--- src/rtl/cfg_wr_pkg.sv ---
package cfg_wr_pkg;

    localparam int ADDR_W     = 7;
    localparam int BYTE_W     = 8;
    localparam int CFG_W      = BYTE_W - 1;
    localparam int REF_W      = 3;
    localparam int BIT_CNT_W  = $clog2(BYTE_W + 1);

    typedef enum logic [2:0] {
        RX_IDLE,
        RX_ADDR,
        RX_ADDR_ACK,
        RX_DATA,
        RX_DATA_ACK
    } rx_state_t;

    typedef struct packed {
        logic [REF_W-1:0] ref_sel;
        logic             ext_clk;
        logic             bipolar;
    } setup_t;

    localparam setup_t SETUP_DEFAULT = '{ref_sel: '0, ext_clk: 1'b0, bipolar: 1'b0};
    localparam logic [CFG_W-1:0] CFG_DEFAULT = '0;

    function automatic logic sel_is_setup(input logic [BYTE_W-1:0] b);
        return b[BYTE_W-1];
    endfunction

    function automatic setup_t unpack_setup(input logic [BYTE_W-1:0] b);
        setup_t s;
        s.ref_sel = b[6:4];
        s.ext_clk = b[3];
        s.bipolar = b[2];
        return s;
    endfunction

    function automatic logic keeps_cfg(input logic [BYTE_W-1:0] b);
        return b[1];
    endfunction

endpackage

--- src/rtl/cfg_wr_sync.sv ---
module cfg_wr_sync #(
    parameter int STAGES = 2
) (
    input  logic clk,
    input  logic rst,
    input  logic scl_i,
    input  logic sda_i,
    output logic sda_lvl,
    output logic scl_rise,
    output logic scl_fall,
    output logic start_det,
    output logic stop_det
);
    logic [STAGES-1:0] scl_ff, sda_ff;
    logic scl_s, sda_s, scl_q, sda_q;

    generate
        if (STAGES == 1) begin : g_one
            always_ff @(posedge clk) begin
                if (rst) begin
                    scl_ff <= '1;
                    sda_ff <= '1;
                end else begin
                    scl_ff <= scl_i;
                    sda_ff <= sda_i;
                end
            end
        end else begin : g_chain
            always_ff @(posedge clk) begin
                if (rst) begin
                    scl_ff <= '1;
                    sda_ff <= '1;
                end else begin
                    scl_ff <= {scl_ff[STAGES-2:0], scl_i};
                    sda_ff <= {sda_ff[STAGES-2:0], sda_i};
                end
            end
        end
    endgenerate

    assign scl_s = scl_ff[STAGES-1];
    assign sda_s = sda_ff[STAGES-1];

    always_ff @(posedge clk) begin
        if (rst) begin
            scl_q <= 1'b1;
            sda_q <= 1'b1;
        end else begin
            scl_q <= scl_s;
            sda_q <= sda_s;
        end
    end

    assign sda_lvl   = sda_s;
    assign scl_rise  = scl_s & ~scl_q;
    assign scl_fall  = ~scl_s & scl_q;
    assign start_det = scl_s & scl_q & sda_q & ~sda_s;
    assign stop_det  = scl_s & scl_q & ~sda_q & sda_s;
endmodule

--- src/rtl/cfg_wr_rx.sv ---
module cfg_wr_rx
    import cfg_wr_pkg::*;
#(
    parameter logic [ADDR_W-1:0] SLAVE_ADDR = 7'h34,
    parameter int                MAX_BYTES  = 2
) (
    input  logic              clk,
    input  logic              rst,
    input  logic              sda_lvl,
    input  logic              scl_rise,
    input  logic              scl_fall,
    input  logic              start_det,
    input  logic              stop_det,
    output logic              sda_oe,
    output logic              byte_vld,
    output logic [BYTE_W-1:0] byte_data
);
    localparam int IDX_W = $clog2(MAX_BYTES + 1);
    localparam logic [BIT_CNT_W-1:0] FULL = BIT_CNT_W'(BYTE_W);
    localparam logic [IDX_W-1:0]     IDX_MAX = IDX_W'(MAX_BYTES);

    rx_state_t             state;
    logic [BIT_CNT_W-1:0]  bit_cnt;
    logic [BYTE_W-1:0]     shreg;
    logic [IDX_W-1:0]      byte_idx;
    logic                  shifting;
    logic                  byte_done;
    logic                  addr_hit;

    assign shifting  = (state == RX_ADDR) || (state == RX_DATA);
    assign byte_done = shifting && scl_fall && (bit_cnt == FULL);
    assign addr_hit  = (shreg[BYTE_W-1:1] == SLAVE_ADDR) && !shreg[0];

    always_ff @(posedge clk) begin
        if (rst) begin
            state     <= RX_IDLE;
            bit_cnt   <= '0;
            shreg     <= '0;
            byte_idx  <= '0;
            sda_oe    <= 1'b0;
            byte_vld  <= 1'b0;
            byte_data <= '0;
        end else begin
            byte_vld <= 1'b0;
            if (start_det) begin
                state    <= RX_ADDR;
                bit_cnt  <= '0;
                byte_idx <= '0;
                sda_oe   <= 1'b0;
            end else if (stop_det) begin
                state  <= RX_IDLE;
                sda_oe <= 1'b0;
            end else begin
                if (shifting && scl_rise && bit_cnt != FULL) begin
                    shreg   <= {shreg[BYTE_W-2:0], sda_lvl};
                    bit_cnt <= bit_cnt + 1'b1;
                end
                unique case (state)
                    RX_ADDR: begin
                        if (byte_done) begin
                            if (addr_hit) begin
                                sda_oe <= 1'b1;
                                state  <= RX_ADDR_ACK;
                            end else begin
                                state <= RX_IDLE;
                            end
                        end
                    end
                    RX_DATA: begin
                        if (byte_done) begin
                            sda_oe <= 1'b1;
                            state  <= RX_DATA_ACK;
                            if (byte_idx != IDX_MAX) begin
                                byte_vld  <= 1'b1;
                                byte_data <= shreg;
                                byte_idx  <= byte_idx + 1'b1;
                            end
                        end
                    end
                    RX_ADDR_ACK, RX_DATA_ACK: begin
                        if (scl_fall) begin
                            sda_oe  <= 1'b0;
                            bit_cnt <= '0;
                            state   <= RX_DATA;
                        end
                    end
                    default: ;
                endcase
            end
        end
    end
endmodule

--- src/rtl/cfg_wr_regs.sv ---
module cfg_wr_regs
    import cfg_wr_pkg::*;
(
    input  logic              clk,
    input  logic              rst,
    input  logic              byte_vld,
    input  logic [BYTE_W-1:0] byte_data,
    output setup_t            setup_q,
    output logic [CFG_W-1:0]  cfg_q,
    output logic              setup_wr,
    output logic              cfg_wr
);
    logic is_setup;
    logic clr_cfg;

    assign is_setup = sel_is_setup(byte_data);
    assign clr_cfg  = is_setup && !keeps_cfg(byte_data);

    always_ff @(posedge clk) begin
        if (rst) begin
            setup_q  <= SETUP_DEFAULT;
            cfg_q    <= CFG_DEFAULT;
            setup_wr <= 1'b0;
            cfg_wr   <= 1'b0;
        end else begin
            setup_wr <= 1'b0;
            cfg_wr   <= 1'b0;
            if (byte_vld) begin
                if (is_setup) begin
                    setup_q  <= unpack_setup(byte_data);
                    setup_wr <= 1'b1;
                    if (clr_cfg) begin
                        cfg_q  <= CFG_DEFAULT;
                        cfg_wr <= 1'b1;
                    end
                end else begin
                    cfg_q  <= byte_data[CFG_W-1:0];
                    cfg_wr <= 1'b1;
                end
            end
        end
    end
endmodule

--- src/rtl/cfg_wr_slave.sv ---
module cfg_wr_slave
    import cfg_wr_pkg::*;
#(
    parameter logic [ADDR_W-1:0] SLAVE_ADDR  = 7'h34,
    parameter int                SYNC_STAGES = 2,
    parameter int                MAX_BYTES   = 2
) (
    input  logic                   clk,
    input  logic                   rst,
    input  logic                   scl_i,
    input  logic                   sda_i,
    output logic                   sda_oe,
    output logic [REF_W-1:0]       ref_sel,
    output logic                   ext_clk,
    output logic                   bipolar,
    output logic [CFG_W-1:0]       cfg_bits,
    output logic                   setup_wr,
    output logic                   cfg_wr
);
    logic              sda_lvl, scl_rise, scl_fall, start_det, stop_det;
    logic              byte_vld;
    logic [BYTE_W-1:0] byte_data;
    setup_t            setup_q;

    cfg_wr_sync #(.STAGES(SYNC_STAGES)) u_sync (
        .clk(clk), .rst(rst), .scl_i(scl_i), .sda_i(sda_i),
        .sda_lvl(sda_lvl), .scl_rise(scl_rise), .scl_fall(scl_fall),
        .start_det(start_det), .stop_det(stop_det)
    );

    cfg_wr_rx #(.SLAVE_ADDR(SLAVE_ADDR), .MAX_BYTES(MAX_BYTES)) u_rx (
        .clk(clk), .rst(rst), .sda_lvl(sda_lvl), .scl_rise(scl_rise),
        .scl_fall(scl_fall), .start_det(start_det), .stop_det(stop_det),
        .sda_oe(sda_oe), .byte_vld(byte_vld), .byte_data(byte_data)
    );

    cfg_wr_regs u_regs (
        .clk(clk), .rst(rst), .byte_vld(byte_vld), .byte_data(byte_data),
        .setup_q(setup_q), .cfg_q(cfg_bits),
        .setup_wr(setup_wr), .cfg_wr(cfg_wr)
    );

    assign ref_sel = setup_q.ref_sel;
    assign ext_clk = setup_q.ext_clk;
    assign bipolar = setup_q.bipolar;
endmodule

--- config.mk ---
export PLATFORM = sky130hd
export DESIGN_NAME = cfg_wr_slave
export DESIGN_NICKNAME = d
export VERILOG_FILES = /design/src/rtl/cfg_wr_pkg.sv /design/src/rtl/cfg_wr_sync.sv /design/src/rtl/cfg_wr_rx.sv /design/src/rtl/cfg_wr_regs.sv /design/src/rtl/cfg_wr_slave.sv
export SDC_FILE = /design/constraint.sdc
export NUM_CORES = 1
export LEC_CHECK = 0
export ABC_CLOCK_PERIOD_IN_PS = 3800
export CORE_MARGIN = 10
export CORE_UTILIZATION = 45
export CTS_CLUSTER_SIZE = 25
export DETAILED_ROUTE_END_ITERATION = 8
export PLACE_DENSITY = 0.66
export SYNTH_ARGS = -nofsm -noshare
export SYNTH_HDL_FRONTEND = slang
export SYNTH_SLANG_ARGS = --single-unit
--- constraint.sdc ---
create_clock -name clk -period 3.8 [get_ports clk]
set_clock_uncertainty 0.05 [all_clocks]
set_input_delay 0.38 -clock clk [delete_from_list [all_inputs] [get_ports clk]]
set_output_delay 0.38 -clock clk [all_outputs]
set_load 0.02 [all_outputs]
==> results.yml, run 1 <==
run_status:
  outcome: "complete, no violations"
clock_tree:
  clk_pin_slew_worst_paths_ps: 80
  cts_tree: "built"
  clock_path_buffers: 2
  root_buffer: "clkbuf_8"
  cts_buffers: 5
  cts_setup_buffers: 0
  clock-sinks: 47
  cts_hold_buf: 0
  clock_latency_ps: 300
  h-tree-depth: 2
  ctsResizeCount: 0
finish:
  nFillCells: 367
  fin_util_pct: 53.7
  drive_gt1_share_pct: 10.5
  insertedDiodeCount: 0
  final_nets: 216
  syn2layout_area_growth_pct: 16.5
  instances_no_fill: 260
floorplan:
  core_area_sq_um: 3970
  die_h_um: 83.8
  die-area_sq_um: 7020
  die_w_um: 83.8
  start_util_pct: 46.1
  num_rows: 23
  ios: 19
yosys:
  yosysTopAreaCell: "dfxtp_1"
  synthFlopType: "dfxtp_1"
  yosysMostFrequentCell: "dfxtp_1"
  ys_seq_elements: 47
  synthDistinctLibCells: 37
  seq_area_frac_synth_pct: 51.4
  synth_area_leaders: "dfxtp_1 51%, nor2_1 4.7%, nand2_1 4.5%, mux2i_1 4.4%, a21oi_1 4.1%"
  yosysWarnings: 0
  synth_area_sq_um: 1830
  async_reset_ff_share_pct: 0
  syn-num-nets: 201
  yosys-top-cells-count: "47 x dfxtp_1, 23 x nor2_1, 22 x nand2_1, 15 x a21oi_1, 15 x nand3_1"
  avgSynthCellArea_sq_um: 9.44
  syn_inst: 194
  synth_top_area_share_pct: 51.4
  synth_edf_count: 0
placed_design:
  port_buffers: 18
  dp_hpwl_um: 2700
  place_congestion: 0.790
  dp.cells: 252
drt:
  dr.pass1.iters: 4
  vias_per_cell: 5.34
  ant_nets: 0
  wire_per_inst_um: 14.1
  drt_iter0_drc: 109
  drc: 0
  vias: 1389
  totalWireLength_um: 3660
grt:
  grt_pass1_vias: 1352
  grt_max_degree: 22
  grt_pass1_wl_um: 6440
  overflow: 0
  grt_usage_pct: 11.1
  grt_antenna_before_repair: 0
worst_setup_path:
  cp.required_ps: 3910
  regToRegEndpoint: "u_rx.byte_data[3]"
  reg2reg_slack_ps: 1690
  r2r-start: "u_rx.bit_cnt[0]"
  start_kind: "register"
  startpoint: "u_rx.bit_cnt[0]"
  cp_max_fo: 13
  end_kind: "register"
  critPathKind: "reg -> reg"
  reg2reg_depth: 6
  cp.arrival_ps: 2230
  cp-endpoint: "u_rx.byte_data[3]"
pwr:
  power_leakage_nw: 0.717
  peakVddDrop_uv: 236
  p_per_area_nw_per_um2: 396
  p_total_w: 0.000843
timing:
  slew_viol_final: 0
  worst_slew_pin_slew_ps: 865
  finalSetupViolCount: 0
  timing.final.crit_share_pct: 55.6
  fmax_ghz: 0.473
  finalHoldViolCount: 0
  rsz0062_at_grt: "no"
  whs_ps: 362
  relSlewSlack_pct: 41.9
  fin_setup_tns_ps: 0
  period_minus_slack_ps: 2110
worst_hold_path:
  hold_class: "reg -> reg"
run:
  drv_cap: 0
[power breakdown]
part	internal [W]	switching, W	leakage (nW)
combinational	0.00000830	0.0000112	0.287
sequential	0.000495	0.00000261	0.380
clock	0.000165	0.000161	0.0505
[metal layers]
metal,up-vias,GRT usage (%),share of wire (%)
met5,-,0,0
met4,0,5.33,2.0
met3,9,4.59,5.1
met2,23,17.1,45
met1,658,13.0,48
li1,699,-,-
[critical path, cell delays in order (launching register included)]
cell,delay [ps]
dfxtp_1,340
inv_1,90
ha_1,230
nand3b_4,190
nor4_4,770
mux2i_1,270
nor2_1,60
[cells in the final DEF, fill, tap and decap left out, drive strengths merged, types with 3 or more instances in the layout]
cell type | Yosys | final
or2 | 6 | 6
a22oi | 7 | 7
a21oi | 15 | 15
nand2b | 4 | 4
dfxtp | 47 | 47
mux2i | 8 | 8
nand3 | 15 | 15
clkbuf | 7 | 7
ha | 3 | 3
inv | 3 | 3
clkdlybuf4s50 | 0 | 18
nor2 | 24 | 24
nor2b | 3 | 3
xnor2 | 3 | 3
nand2 | 22 | 22
[final cells by class]
class | count | area [sq um] | area share [%]
well taps | 50 | 62.6 | 2.93
inverters | 3 | 11.3 | 0.528
flip-flops and latches | 47 | 941 | 44.1
clock buffers | 7 | 96.3 | 4.52
clock inverters | 1 | 7.51 | 0.352
repair buffers | 19 | 188 | 8.80
multi-input cells | 133 | 826 | 38.7
[stage by stage]
| stage | cell area (sq um) | setup slack, ps |
|---|---|---|
| 4_1_cts | 2130 | 1670 |
| 2_1_floorplan | 1830 | 2260 |
| 6_report | 2130 | 1690 |
| 3_5_place_dp | 2030 | 1650 |
| 3_3_place_gp | 2030 | 1730 |
| 5_1_grt | 2130 | 1470 |
[logic make-up (layout without fill, tap and decap cells)]
logic type               after synthesis  after routing  synth area share [%]
AND/OR/NAND/NOR                       87             87                  25.2
flip-flops                            47             47                  51.4
AO/OA/AOI/OAI                         30             30                  11.1
buffers and inverters                 14             30                  3.49
multiplexers                           8              8                  4.37
XOR/XNOR                               5              5                  2.39
adder cells (fa/ha/maj)                3              3                  2.05
[sequential cells by signal, summed over array words and instances (netlist names)]
name / flops
u_regs.cfg_q: 7
u_sync.sda_ff: 2
u_rx.sda_oe: 1
u_regs.cfg_wr: 1
u_regs.setup_q: 5
u_sync.scl_q: 1
u_rx.bit_cnt: 4
u_rx.byte_vld: 1
u_rx.byte_idx: 2
u_rx.byte_data: 8
u_rx.shreg: 8
u_sync.sda_q: 1
u_regs.setup_wr: 1
u_rx.state: 3
u_sync.scl_ff: 2
[worst min-delay path by stage]
stage               cells past startpoint               end             start  slack [ps]
floorplan                               1  u_sync.scl_ff[1]  u_sync.scl_ff[0]         340
global placement                        1  u_sync.sda_ff[1]  u_sync.sda_ff[0]         340
detailed placement                      1  u_sync.scl_ff[1]  u_sync.scl_ff[0]         340
CTS                                     1  u_sync.scl_ff[1]  u_sync.scl_ff[0]         360
global route                            1  u_sync.scl_ff[1]  u_sync.scl_ff[0]         390
finish                                  1  u_sync.scl_ff[1]  u_sync.scl_ff[0]         360
No activity file was read; power rests on OpenSTA's default activity.
==> inputs of run 2 (changes only) <==
- ABC_CLOCK_PERIOD_IN_PS: 3800 -> 1800
- PLACE_DENSITY: 0.66 -> 0.68
- clock period: 3.8 -> 1.8 ns (I/O delays scaled with it)
==> results.yml, run 2 (same netlist as run 1, synthesis figures left out) <==
run_status:
  outcome: "complete, no violations"
pwr:
  peakVddDrop_uv: 422
  power_leakage_nw: 0.720
  p_per_area_nw_per_um2: 796
worst_setup_path:
  reg2reg_depth: 7
  start_kind: "register"
  cp_top_family: "simple AND/OR/NAND/NOR gates"
  cp.required_ps: 1930
  cp.arrival_ps: 1760
  critPathKind: "reg -> reg"
  end_kind: "register"
  cp_num_buf_inv: 2
  cp_max_fo: 11
  cp_cell_sequence: "inv_1 -> ha_2 -> nand3b_4 -> nor4_4 -> buf_12 -> mux2i_1 -> nor2_1"
  crit_slowest_cell: "dfxtp_1"
  path_depth: 7
  slowest_delay_ps: 330
drt:
  vias: 1373
  drc: 0
  ant_nets: 0
  wire_per_inst_um: 14.0
  vias_per_cell: 5.24
  totalWireLength_um: 3660
  drt_iter0_drc: 161
  dr.pass1.iters: 4
placed_design:
  port_buffers: 18
  place_congestion: 0.816
  place_area_sq_um: 2060
  dp_hpwl_um: 2620
floorplan:
  die_h_um: 83.8
  start_util_pct: 46.1
  core_area_sq_um: 3970
  num_rows: 23
  ios: 19
  die_w_um: 83.8
  die-area_sq_um: 7020
clock_tree:
  cts_tree: "built"
  clock_path_buffers: 2
  cts_buffers: 5
  root_buffer: "clkbuf_8"
  clock_latency_ps: 300
  h-tree-depth: 2
  clock-sinks: 47
  clk_pin_slew_worst_paths_ps: 80
  cts_setup_buffers: 0
worst_hold_path:
  hold_class: "reg -> reg"
  holdPathStages: 1
finish:
  insertedDiodeCount: 0
  final_cell_mix: "47 x dfxtp_1, 23 x nor2_1, 22 x nand2_1"
  syn2layout_area_growth_pct: 17.6
  nFillCells: 346
  layout_commonest_cell: "dfxtp_1"
  final_area_sq_um: 2150
  final_nets: 218
  largestRegisters: "u_rx.byte_data (8), u_rx.shreg (8), u_regs.cfg_q (7)"
  seqCellArea_sq_um: 941
  drive_gt1_share_pct: 12.3
  multi_input_area_sq_um: 833
grt:
  grt_max_degree: 33
  grt_usage_pct: 11.1
  grt_pass1_wl_um: 6510
  overflow: 0
  grt_pass1_vias: 1349
  grt_antenna_before_repair: 0
timing:
  period_minus_slack_ps: 1630
  relSlewSlack_pct: 67.6
  worst_slew_pin_slew_ps: 485
  rsz0062_at_grt: "no"
  fmax_ghz: 0.613
  finalSetupViolCount: 0
  timing.final.crit_share_pct: 90.6
  finalHoldViolCount: 0
  fin_setup_tns_ps: 0
  slew_viol_final: 0
run:
  drv_cap: 0
-- run 2: cell count changes in the layout (fill, tap and decap cells not counted), sizes merged --
cell / delta
clkinvlp: +1
buf: +2
clkinv: +1
clkbuf: -2
-- run 2: stage by stage --
step | std cells | total power [W] | utilization (%) | hold WS (ps) | worst slack, ps
floorplan | 194 | 0.00110 | - | 234 | 257
global placement | 254 | 0.00112 | 51.8 | 342 | 218
detailed placement | 254 | 0.00112 | 51.8 | 346 | 131
CTS | 262 | 0.00173 | 54.0 | 366 | 62.2
global route | 262 | 0.00179 | 54.2 | 382 | 30.9
finish | 262 | 0.00171 | 54.2 | 364 | 169
-- run 2: path summary, 6_finish.rpt --
path / startpoint / slack [ps] / to
hold reg to reg: u_sync.sda_ff[0] / 360 / u_sync.sda_ff[1]
setup / recovery: u_rx.bit_cnt[0] / 170 / u_rx.byte_data[4]
hold / removal: u_sync.sda_ff[0] / 360 / u_sync.sda_ff[1]
setup reg to reg: u_rx.bit_cnt[0] / 170 / u_rx.byte_data[4]
-- run 2: layout make-up --
class	instances	share of cell area (%)
Sequential cell	47	43.7
Multi-Input combinational cell	133	38.7
Timing Repair Buffer	21	10.0
Inverter	3	0.523
Tap cell	50	2.91
Clock buffer	5	3.20
Clock inverter	3	0.930
-- run 2: repair_timing --
action                     in CTS  in global routing
hold buffers                    0                  0
setup endpoints to repair       0                  2
resized for setup               0                  2
-- run 2: layer usage --
layer / up-vias / global-route usage [%] / share of wire (%)
li1: 695 / - / -
met2: 33 / 17.4 / 48
met3: 4 / 4.49 / 5.4
met5: - / 0 / 0
met1: 641 / 13.2 / 45
met4: 0 / 4.57 / 1.1
-- run 2: power by group --
part	leakage [nW]	internal [W]	switching (W)	total (W)
Clock	0.0402	0.000270	0.000350	0.000620
Sequential	0.380	0.00105	0.00000609	0.00105
Combinational	0.300	0.0000176	0.0000244	0.0000420
==> inputs of run 3 (changes only) <==
- ABC_AREA: not set -> 0
- PLACE_DENSITY: 0.68 -> 0.69
- SLEW_MARGIN: not set -> 5
==> results.yml, run 3 (same netlist as run 1, synthesis figures left out) <==
timing:
  worst_slew_pin_slew_ps: 426
  timing.final.crit_share_pct: 94.5
  fin_setup_tns_ps: 0
  rsz0062_at_grt: "no"
  finalSetupViolCount: 0
  slew_viol_final: 0
  fmax_ghz: 0.588
  finalHoldViolCount: 0
  period_minus_slack_ps: 1700
  relSlewSlack_pct: 71.6
floorplan:
  die_h_um: 83.8
  core_area_sq_um: 3970
  die-area_sq_um: 7020
  die_w_um: 83.8
  start_util_pct: 46.1
  num_rows: 23
  ios: 19
clock_tree:
  cts_setup_buffers: 0
  clock_path_buffers: 2
  cts_buffers: 5
  clock-sinks: 47
  h-tree-depth: 2
  ctsResizeCount: 0
  root_buffer: "clkbuf_8"
  cts_tree: "built"
  clk_pin_slew_worst_paths_ps: 80
  clock_latency_ps: 290
  cts_hold_buf: 0
run_status:
  outcome: "complete, no violations"
finish:
  insertedDiodeCount: 0
  layout_commonest_cell: "dfxtp_1"
  drive_gt1_share_pct: 11.3
  final_area_sq_um: 2160
  largestRegisters: "u_rx.byte_data (8), u_rx.shreg (8), u_regs.cfg_q (7)"
  syn2layout_area_growth_pct: 18.2
  instances_no_fill: 262
  final_nets: 219
  final_cell_mix: "47 x dfxtp_1, 23 x nor2_1, 22 x nand2_1"
drt:
  totalWireLength_um: 3390
  drt_iter0_drc: 129
  drc: 0
  wire_per_inst_um: 12.9
  vias: 1356
  ant_nets: 0
  vias_per_cell: 5.18
  dr.pass1.iters: 4
worst_setup_path:
  end_kind: "register"
  cp.arrival_ps: 1880
  cp_max_fo: 7
  cp.required_ps: 1980
  start_kind: "register"
  critPathKind: "reg -> reg"
grt:
  grt_pass1_vias: 1262
  grt_pass1_wl_um: 5920
  grt_max_degree: 39
  grt_usage_pct: 10.2
  grt_antenna_before_repair: 0
  overflow: 0
placed_design:
  port_buffers: 18
  dp.cells: 255
  place_congestion: 0.755
  place_area_sq_um: 2080
  dp_hpwl_um: 2430
run:
  drv_cap: 0
pwr:
  p_per_area_nw_per_um2: 794
  peakVddDrop_uv: 589
  power_leakage_nw: 0.736
worst_hold_path:
  hold_class: "reg -> reg"
run 3: layer usage:
| metal | GRT usage, % | up-vias | wire length (um) |
|---|---|---|---|
| li1 | - | 698 | - |
| met1 | 12.4 | 634 | 1610 |
| met2 | 14.8 | 20 | 1540 |
| met3 | 4.59 | 4 | 192 |
| met4 | 5.02 | 0 | 52 |
| met5 | 0 | - | 0 |
run 3: report_power, final:
part,leakage (nW),switching [W],internal (W),total [W]
clock network,0.0470,0.000322,0.000301,0.000623
registers,0.380,0.00000556,0.00105,0.00105
logic,0.309,0.0000242,0.0000207,0.0000448
run 3: path summary, 6_finish.rpt:
kind	startpoint	end	slack (ps)	cells after the start
setup / recovery	u_rx.bit_cnt[0]	u_rx.state[2]	100	6
hold / removal	u_sync.scl_ff[0]	u_sync.scl_ff[1]	360	1
setup reg to reg	u_rx.bit_cnt[0]	u_rx.state[2]	100	6
hold reg to reg	u_sync.scl_ff[0]	u_sync.scl_ff[1]	360	1
run 3: area by class of cell:
class / instances / area [sq um]
Clock buffer: 6 / 82.6
Timing Repair Buffer: 22 / 235
Inverter: 3 / 11.3
Multi-Input combinational cell: 133 / 826
Tap cell: 50 / 62.6
Fill cell: 372 / 1810
Sequential cell: 47 / 941
Clock inverter: 1 / 5.00
run 3: per-stage QoR:
step	util, %	total power [W]	setup slack (ps)	hold slack, ps
finish	54.5	0.00172	99.5	360
global route	54.5	0.00180	3.52	369
CTS	54.5	0.00175	89.8	363
detailed placement	52.3	0.00112	114	344
global placement	52.3	0.00112	167	341
floorplan	-	0.00110	257	234
run 3: critical path, stage by stage, from the launching register on:
cell	delay (ps)
dfxtp_1	330
inv_1	90
ha_1	220
nand3b_4	140
or3_1	470
a21o_1	210
a21boi_1	130
